[src/rtl/csrbank_pkg.sv]
package csrbank_pkg;

    typedef enum logic [2:0] {
        ACC_HWSTAT     = 3'd0,
        ACC_RW         = 3'd1,
        ACC_RW_HCLR    = 3'd2,
        ACC_RW_HSETCLR = 3'd3,
        ACC_HSET_W1C   = 3'd4,
        ACC_W1S_HCLR   = 3'd5,
        ACC_HSET_XCLR  = 3'd6,
        ACC_WO         = 3'd7
    } acc_e;

    localparam int unsigned ACC_CODE_W = 3;

    typedef struct packed {
        logic we;
        logic wd;
        logic hs;
        logic hc;
    } bit_evt_t;

    function automatic logic next_bit(acc_e pol, logic cur, bit_evt_t ev);
        logic one_wr;
        logic res;
        one_wr = ev.we & ev.wd;
        res    = cur;
        unique case (pol)
            ACC_HWSTAT:     res = ev.hs ? 1'b1 : (ev.hc ? 1'b0 : cur);
            ACC_RW:         res = ev.we ? ev.wd : cur;
            ACC_RW_HCLR:    res = ev.we ? ev.wd : (ev.hc ? 1'b0 : cur);
            ACC_RW_HSETCLR: res = ev.hs ? 1'b1 : (ev.we ? ev.wd : (ev.hc ? 1'b0 : cur));
            ACC_HSET_W1C:   res = ev.hs ? 1'b1 : (one_wr ? 1'b0 : cur);
            ACC_W1S_HCLR:   res = one_wr ? 1'b1 : (ev.hc ? 1'b0 : cur);
            ACC_HSET_XCLR:  res = ev.hs ? 1'b1 : ((one_wr | ev.hc) ? 1'b0 : cur);
            ACC_WO:         res = ev.we ? ev.wd : cur;
            default:        res = cur;
        endcase
        return res;
    endfunction

    function automatic logic readable(acc_e pol);
        return pol != ACC_WO;
    endfunction

endpackage

[src/rtl/csrbank_decode.sv]
module csrbank_decode #(
    parameter int unsigned ADDR_W   = 4,
    parameter logic [ADDR_W-1:0] REG_ADDR = '0
) (
    input  logic [ADDR_W-1:0] addr,
    input  logic              wr_en,
    input  logic              rd_en,
    output logic              wr_hit,
    output logic              rd_hit
);
    logic match;

    always_comb begin
        match  = (addr == REG_ADDR);
        wr_hit = wr_en & match;
        rd_hit = rd_en & match;
    end
endmodule

[src/rtl/csrbank_bit.sv]
module csrbank_bit
    import csrbank_pkg::*;
#(
    parameter acc_e POL = ACC_RW,
    parameter logic RST = 1'b0
) (
    input  logic clk,
    input  logic rst,
    input  logic sw_we,
    input  logic sw_wd,
    input  logic hs,
    input  logic hc,
    output logic q,
    output logic rd_bit
);
    bit_evt_t ev;

    always_comb begin
        ev.we = sw_we;
        ev.wd = sw_wd;
        ev.hs = hs;
        ev.hc = hc;
    end

    always_ff @(posedge clk) begin
        if (rst) q <= RST;
        else     q <= next_bit(POL, q, ev);
    end

    generate
        if (readable(POL)) begin : g_rd
            assign rd_bit = q;
        end else begin : g_nord
            assign rd_bit = 1'b0;
        end
    endgenerate
endmodule

[src/rtl/csrbank_top.sv]
module csrbank_top
    import csrbank_pkg::*;
#(
    parameter int unsigned N_FIELDS = 8,
    parameter int unsigned ADDR_W   = 4,
    parameter logic [ADDR_W-1:0] REG_ADDR = 4'h3,
    parameter logic [ACC_CODE_W*N_FIELDS-1:0] POLICY =
        {3'd7, 3'd6, 3'd5, 3'd4, 3'd3, 3'd2, 3'd1, 3'd0},
    parameter logic [N_FIELDS-1:0] RST_VAL = 8'h05
) (
    input  logic                clk,
    input  logic                rst,
    input  logic [ADDR_W-1:0]   addr,
    input  logic                wr_en,
    input  logic [N_FIELDS-1:0] wr_data,
    input  logic                rd_en,
    output logic [N_FIELDS-1:0] rd_data,
    input  logic [N_FIELDS-1:0] hw_set,
    input  logic [N_FIELDS-1:0] hw_clr,
    output logic [N_FIELDS-1:0] field_q
);
    logic                wr_hit;
    logic                rd_hit;
    logic [N_FIELDS-1:0] rd_bits;

    csrbank_decode #(
        .ADDR_W   (ADDR_W),
        .REG_ADDR (REG_ADDR)
    ) u_dec (
        .addr   (addr),
        .wr_en  (wr_en),
        .rd_en  (rd_en),
        .wr_hit (wr_hit),
        .rd_hit (rd_hit)
    );

    generate
        for (genvar i = 0; i < N_FIELDS; i++) begin : g_fld
            csrbank_bit #(
                .POL (acc_e'(POLICY[ACC_CODE_W*i +: ACC_CODE_W])),
                .RST (RST_VAL[i])
            ) u_bit (
                .clk    (clk),
                .rst    (rst),
                .sw_we  (wr_hit),
                .sw_wd  (wr_data[i]),
                .hs     (hw_set[i]),
                .hc     (hw_clr[i]),
                .q      (field_q[i]),
                .rd_bit (rd_bits[i])
            );
        end
    endgenerate

    always_comb rd_data = rd_hit ? rd_bits : '0;
endmodule

[config.mk]
export PLATFORM = sky130hd
export DESIGN_NAME = csrbank_top
export DESIGN_NICKNAME = d
export VERILOG_FILES = /design/src/rtl/csrbank_pkg.sv /design/src/rtl/csrbank_decode.sv /design/src/rtl/csrbank_bit.sv /design/src/rtl/csrbank_top.sv
export SDC_FILE = /design/constraint.sdc
export NUM_CORES = 1
export LEC_CHECK = 0
export BUFFER_PORTS_ARGS = -buffer_cell sky130_fd_sc_hd__buf_2
export CAP_MARGIN = 20
export CORE_AREA = 2 2 39 41
export CTS_CLUSTER_DIAMETER = 120
export DETAILED_ROUTE_END_ITERATION = 10
export DIE_AREA = 0 0 41 43
export GPL_ROUTABILITY_DRIVEN = 0
export GPL_TIMING_DRIVEN = 0
export PLACE_DENSITY_LB_ADDON = 0.3
export SETUP_SLACK_MARGIN = 0.05
export SYNTH_ARGS = -nofsm -noshare
export SYNTH_HDL_FRONTEND = slang
export SYNTH_HIERARCHICAL = 1
export SYNTH_SLANG_ARGS = --single-unit
[constraint.sdc]
create_clock -name clk -period 3.3 [get_ports clk]
set_clock_uncertainty 0.2 [all_clocks]
set_input_delay 0.99 -clock clk [delete_from_list [all_inputs] [get_ports clk]]
set_output_delay 0.99 -clock clk [all_outputs]
set_load 0.03 [all_outputs]
Word-level counts from Yosys, hierarchy flattened
Index checks and enable logic that the tools add are counted.
{"block": "word_totals", "ff_bits": 8, "inputBits": 32}
{"block": "op_classes", "bitwise_logic": 6, "n_eq_ne": 1, "n_mux": 12, "reduce_logical": 6}
{"operator": "$mux W1", "n": 11}
{"operator": "$reduce_bool A2 Y1", "n": 4}
{"operator": "$mux W7", "n": 1}
{"operator": "$and A1 B1 Y1", "n": 5}
{"operator": "$eq A4 B2 Y1 const B", "n": 1}
{"operator": "$reduce_bool A3 Y1", "n": 1}
{"operator": "$reduce_or A2 Y1", "n": 1}
{"operator": "$or A1 B1 Y1", "n": 1}

Depth between registers and ports, before layout
Gate-level depths: netlist (run 1).
{"block": "depth", "depth_word": 6, "mapped_depth": 5, "ltp_nobuf": 5}

By module
Netlist (run 1), hierarchy kept.
{"module": "csrbank_bit at g_fld[3].u_bit ...", "area_per_inst_um2": 46.3, "seq_area_each_um2": 20.0, "cells_per_inst": 5, "n_inst": 2}
{"module": "csrbank_bit at g_fld[1].u_bit ...", "area_per_inst_um2": 41.3, "seq_area_each_um2": 20.0, "cells_per_inst": 4, "n_inst": 2}
{"module": "csrbank_bit at g_fld[4].u_bit", "area_per_inst_um2": 50.0, "seq_area_each_um2": 20.0, "cells_per_inst": 5, "n_inst": 1}
{"module": "csrbank_top", "area_per_inst_um2": 50.0, "seq_area_each_um2": 0.0, "cells_per_inst": 8, "n_inst": 1}
{"module": "csrbank_bit at g_fld[6].u_bit", "area_per_inst_um2": 45.0, "seq_area_each_um2": 20.0, "cells_per_inst": 6, "n_inst": 1}
{"module": "csrbank_bit at g_fld[7].u_bit", "area_per_inst_um2": 45.0, "seq_area_each_um2": 20.0, "cells_per_inst": 5, "n_inst": 1}
{"module": "csrbank_bit at g_fld[0].u_bit", "area_per_inst_um2": 40.0, "seq_area_each_um2": 20.0, "cells_per_inst": 5, "n_inst": 1}
{"module": "csrbank_decode", "area_per_inst_um2": 27.5, "seq_area_each_um2": 0.0, "cells_per_inst": 3, "n_inst": 1}

Worst setup path before layout (run 1)
OpenSTA, ideal clock, no wires.
{"block": "synth_timing", "kind": "in2out", "start": "input port addr[2]", "end": "output port rd_data[0]", "path_slack_ps": 386, "t_required_ps": 2110, "arrival_ps": 1724, "path_stages": 3, "cell_sequence": "and4bb_2 > and2_2 > and2_1"}
{"block": "synth_via", "elab_chain_len": 3}
{"item": "from (decl)", "line": "csrbank_top.sv:13", "source": "input logic [ADDR_W-1:0] addr,"}
{"item": "$eq A4 B2 Y1", "line": "csrbank_decode.sv:14", "source": "match = (addr == REG_ADDR);"}
{"item": "$and A1 B1 Y1", "line": "csrbank_decode.sv:16", "source": "rd_hit = rd_en & match;"}
{"item": "net rd_hit", "line": "csrbank_top.sv:23", "source": "logic rd_hit;"}
{"item": "$mux W7", "line": "csrbank_top.sv:55", "source": "always_comb rd_data = rd_hit ? rd_bits : '0;"}
{"item": "to (decl)", "line": "csrbank_top.sv:17", "source": "output logic [N_FIELDS-1:0] rd_data,"}
The timed path passes the listed nets, and every way through them passes these cells.

Final worst setup path (run 1)
{"block": "layout_timing", "start": "input port addr[2]", "end": "output port rd_data[1]"}
Same word-level chain as after synthesis.

==> results.ini, run 1 <==
[floorplan]
ios=48
core_um2=1380
initial_core_util_pct=31.3
dieArea_um2=1760
fp.dieH_um=43
rows=14
die_width_um=41

[synthesis]
synth_area_leaders=dfxtp_1 (37%), buf_4 (14%), and2_1 (12%)
async_flop_share_pct=0
yosysTopAreaCell=dfxtp_1
synthDominantCellAreaShare_pct=37.0
synthFlopType=dfxtp_1
synth_area_per_cell_um2=8.66
yosys-top-cells-count=and2_1 (8), buf_4 (8), dfxtp_1 (8)
synth_area_um2=433
synth_edf_count=0
ys_warn_count=6
seq_area_frac_synth_pct=37.0
ys_ff_latch=8
syn-instance-count=50
synthesis.nets=82
synth.distinct_cells=18

[clocking]
post_cts_buffers=0
clkSinkCount=8
hold_buffers=0
root_buffer=clkbuf_4
cts_resized=0
clk_pin_slew_worst_paths_ns=0.05
clockBufferDepth=2
cts_tree=done
cts_buffers=3
clock_latency_ns=0.24
h-tree-depth=1

[setup_path]
r2r_cells=2
crit_chain=buf_2, and4bb_2, and2_2, and2_1, buf_2
required_ns=2.11
cp_data_arrival_time_ns=1.89
worstSetupPathType=in2out
worstSetupEndpointType=output port
path_max_fanout=8
cp_common_cell=buf_2
critPathSlowestCell=and4bb_2
start_kind=input pin
slowest_delay_ns=0.28

[pwr]
p_total_mw=0.221
ir_drop_uv=213
p_leak_nw=0.374
power_density_nw_per_um2=332

[route]
drt_iter0_drc=11
drcViolationCount=0
dr.pass1.iters=3
vias=454
drt-total-wl_um=974
avgRoutedWirePerCell_um=9.10
viasPerCell=4.24
ant_nets=0

[cells_and_area]
largest-register=g_fld.u_bit/q
reg_top3=g_fld.u_bit/q: 8 flops
largest_reg_flops=8
insertedDiodeCount=0
final_cells=107
final_layout_size_suffix_gt1_share_pct=59.3
area_growth_pct=53.8
fin_nets=125

[status]
run_status=finished clean

[place]
port_buffers=38
post-dp-hpwl_um=795
place_inst=104
dp_slack_ns=0.212

[min_path]
hold_path_depth=2
hp-class=reg2reg

[job]
max_cap_violations=0

[grt]
grt_usage_pct=12.6
grt_max_degree=10
grt_first_pass_wirelength_um=1510
grt-ovfl-total=0
antenna_found_initial=0
grt_pass1_vias=392

[sta]
max_freq_mhz=325
hold_viol_final=0
setup_slack_ns=0.220
rsz0062_at_grt=no
final_max_slew_viol_count=0
period_share_pct=93.3
holdWs_ns=0.269
min_period_ns=3.08
setup_tns_ns=0
setup_violations=0

cells by family (layout without fill, tap and decap cells):
kind of cell	after synthesis	count (layout)	share of synthesized area, %
other	1	1	0.866
flip-flops	8	8	37.0
multiplexers	2	2	4.62
buffers and inverters	11	52	16.5
AO/OA/AOI/OAI	7	7	12.7
AND/OR/NAND/NOR	21	21	28.3
path summary, 6_finish.rpt:
| kind | startpoint | to | slack (ns) |
|---|---|---|---|
| setup reg to reg | g_fld[3].u_bit/q | g_fld[3].u_bit/q | 2.23 |
| setup / recovery | addr[2] | rd_data[1] | 0.22 |
| hold reg to reg | g_fld[0].u_bit/q | g_fld[0].u_bit/q | 0.27 |
| hold / removal | g_fld[0].u_bit/q | g_fld[0].u_bit/q | 0.27 |
layout by cell type (no fill, tap or decap), drive strengths merged:
| master | count |
|---|---|
| buf | 46 |
| dfxtp | 8 |
| clkbuf | 3 |
| inv | 3 |
| nand2b | 1 |
| and4bb | 1 |
| conb | 1 |
| o21ai | 1 |
| a221o | 1 |
| a21oi | 3 |
| and2 | 10 |
| nor2 | 6 |
| mux2i | 2 |
| nand2 | 2 |
| a31oi | 1 |
| or3b | 1 |
| a311oi | 1 |
per-stage QoR:
| step | utilization [%] | instance area (um^2) |
|---|---|---|
| final | 48.1 | 666 |
| after global routing | 48.1 | 666 |
| after CTS | 48.1 | 666 |
| after detailed placement | 46.5 | 643 |
| after global placement | 46.5 | 643 |
| after floorplan | - | 433 |
metal layers:
metal  wire length [um]  global-route usage (%)  up-vias  share of wire (%)
met4                  8                    6.00        0               0.82
met1                406                    12.9      195                 42
li1                   -                       -      238                  -
met5                  0                       0        -                  0
met2                443                    20.3       19                 45
met3                115                    5.76        2                 12
power breakdown:
| group | leakage [nW] | internal (mW) | switching [mW] | total (mW) |
|---|---|---|---|---|
| sequential | 0.0660 | 0.101 | 0.00285 | 0.104 |
| combinational | 0.295 | 0.0235 | 0.0217 | 0.0452 |
| clock | 0.0138 | 0.0414 | 0.0304 | 0.0718 |
| total | 0.374 | 0.166 | 0.0549 | 0.221 |
worst max-delay path: cells and delay by family:
kind / cells / cell delay, ns
and+or+nand+nor: 3 / 0.63
buffers and inverters: 2 / 0.28
final cells by class:
cell class	instances	area [um^2]
Fill cell	155	718
Inverter	3	11.3
Tap cell	16	20.0
Clock buffer	3	22.5
Buffer	8	60.1
Timing Repair Buffer	38	190
Sequential cell	8	160
Multi-Input combinational cell	31	201
(Power assumes the default switching activity.)
==> run 2, diff against run 1 <==
Settings changed: GPL_TIMING_DRIVEN 0 to 1, REMOVE_ABC_BUFFERS set to 1.
==> run 2 against run 1 <==
  * Final cell count down 7.5%
  * First-iteration DRC count down 82%
  * Die area unchanged
  * Global-route usage down 0.40 points
  * Largest cell class is now multi-input combinational cells
  * Non-clock buffer count down 8
  * Highest routed layer unchanged
  * Core utilization down 4.3 points
  * Design area down 9.0%
  * Sequential share of layout area up 2.4 points
  * Maximum frequency down 0.91%
  * Total power down 1.8%
  * Setup slack worse by 0.028 ns
==> results.ini, run 2 (same netlist as run 1, synthesis figures left out) <==
[place]
port_buffers=38
place_inst=96
post-dp-hpwl_um=777
dp_slack_ns=0.190
placed_area_um2=583

[route]
vias=437
drt_iter0_drc=2
drt-total-wl_um=982
ant_nets=0
dr.pass1.iters=2
viasPerCell=4.41
avgRoutedWirePerCell_um=9.92
drcViolationCount=0

[setup_path]
crit_chain=buf_2, and4bb_2, and2_2, and2_1, buf_2
r2r_cells=2
cp.buffers_inverters=2
cp_common_cell=buf_2
crit_family=simple AND/OR/NAND/NOR gates
critPathSlowestCell=and4bb_2
crit_cells=5
required_ns=2.11
worstSetupPathType=in2out
start_kind=input pin
endpoint=rd_data[3]
path_max_fanout=8
r2r-end=g_fld[3].u_bit/q
r2r-start=g_fld[3].u_bit/q
critPathLaunch=addr[2]
cp_data_arrival_time_ns=1.92
slowest_delay_ns=0.28
worstSetupEndpointType=output port
reg2reg_setup_slack_ns=2.22

[clocking]
clock_latency_ns=0.25
root_buffer=clkbuf_4
clkSinkCount=8
h-tree-depth=1
post_cts_buffers=0
clk_pin_slew_worst_paths_ns=0.05
cts_resized=0
clockBufferDepth=2
cts_buffers=3
hold_buffers=0
cts_tree=done

[pwr]
p_leak_nw=0.334
ir_drop_uv=189
power_density_nw_per_um2=358

[grt]
grt_first_pass_wirelength_um=1410
grt_max_degree=10
grt_pass1_vias=374
antenna_found_initial=0
grt_usage_pct=12.2
grt-ovfl-total=0

[cells_and_area]
nFillCells=142
final_common_cell=buf_2
layout_common_cells=buf_2 (38), and2_1 (8), dfxtp_1 (8)
final_layout_size_suffix_gt1_share_pct=55.4
area_growth_pct=39.9
largest-register=g_fld.u_bit/q
final_area_um2=606
largest_reg_flops=8
reg_top3=g_fld.u_bit/q: 8 flops
insertedDiodeCount=0
fin_nets=117
final_cells=99

[floorplan]
initial_core_util_pct=31.3
die_width_um=41
ios=48
core_um2=1380
fp.dieH_um=43
dieArea_um2=1760
rows=14

[sta]
min_period_ns=3.11
rsz0062_at_grt=no
setup_violations=0
max_freq_mhz=322
holdWs_ns=0.269
hold_viol_final=0
final_max_slew_viol_count=0
period_share_pct=94.2
setup_slack_ns=0.192
setup_tns_ns=0

[min_path]
hp-class=reg2reg
hold_path_depth=2

[job]
max_cap_violations=0

[status]
run_status=finished clean

run 2: cell type report:
class / count / area [um^2] / area share [%]
Multi-Input combinational cell: 31 / 201 / 33.3
Timing Repair Buffer: 38 / 190 / 31.4
Sequential cell: 8 / 160 / 26.4
Clock buffer: 3 / 22.5 / 3.72
Tap cell: 16 / 20.0 / 3.31
Inverter: 3 / 11.3 / 1.86
run 2: worst min path at each step:
stage | from | end | slack, ns
global placement | g_fld[0].u_bit/q | g_fld[0].u_bit/q | 0.24
global route | g_fld[2].u_bit/q | g_fld[2].u_bit/q | 0.32
detailed placement | g_fld[0].u_bit/q | g_fld[0].u_bit/q | 0.26
finish | g_fld[0].u_bit/q | g_fld[0].u_bit/q | 0.27
CTS | g_fld[0].u_bit/q | g_fld[0].u_bit/q | 0.27
floorplan | g_fld[0].u_bit/q | g_fld[0].u_bit/q | 0.38
run 2: where the power goes:
| group | internal (mW) | switching (mW) | total (mW) |
|---|---|---|---|
| Sequential | 0.101 | 0.00257 | 0.104 |
| Combinational | 0.0181 | 0.0209 | 0.0390 |
| Clock | 0.0416 | 0.0327 | 0.0743 |
| Total | 0.161 | 0.0562 | 0.217 |
run 2: stage by stage:
step,utilization [%],total power [mW]
floorplan,-,0.125
global placement,42.1,0.145
detailed placement,42.1,0.145
CTS,43.8,0.222
global route,43.8,0.228
finish,43.8,0.217
run 2: per-layer routing:
| metal | routed length [um] | track usage, % | vias to the layer above |
|---|---|---|---|
| met2 | 493 | 19.7 | 23 |
| met1 | 363 | 12.6 | 192 |
| li1 | - | - | 220 |
| met4 | 10 | 8.00 | 0 |
| met3 | 114 | 3.66 | 2 |
| met5 | 0 | 0 | - |
run 2: worst reg2reg max path, stage by stage (launching register included):
cell and delay (ns):
dfxtp_1 0.33, or3b_1 0.34, a21oi_1 0.14
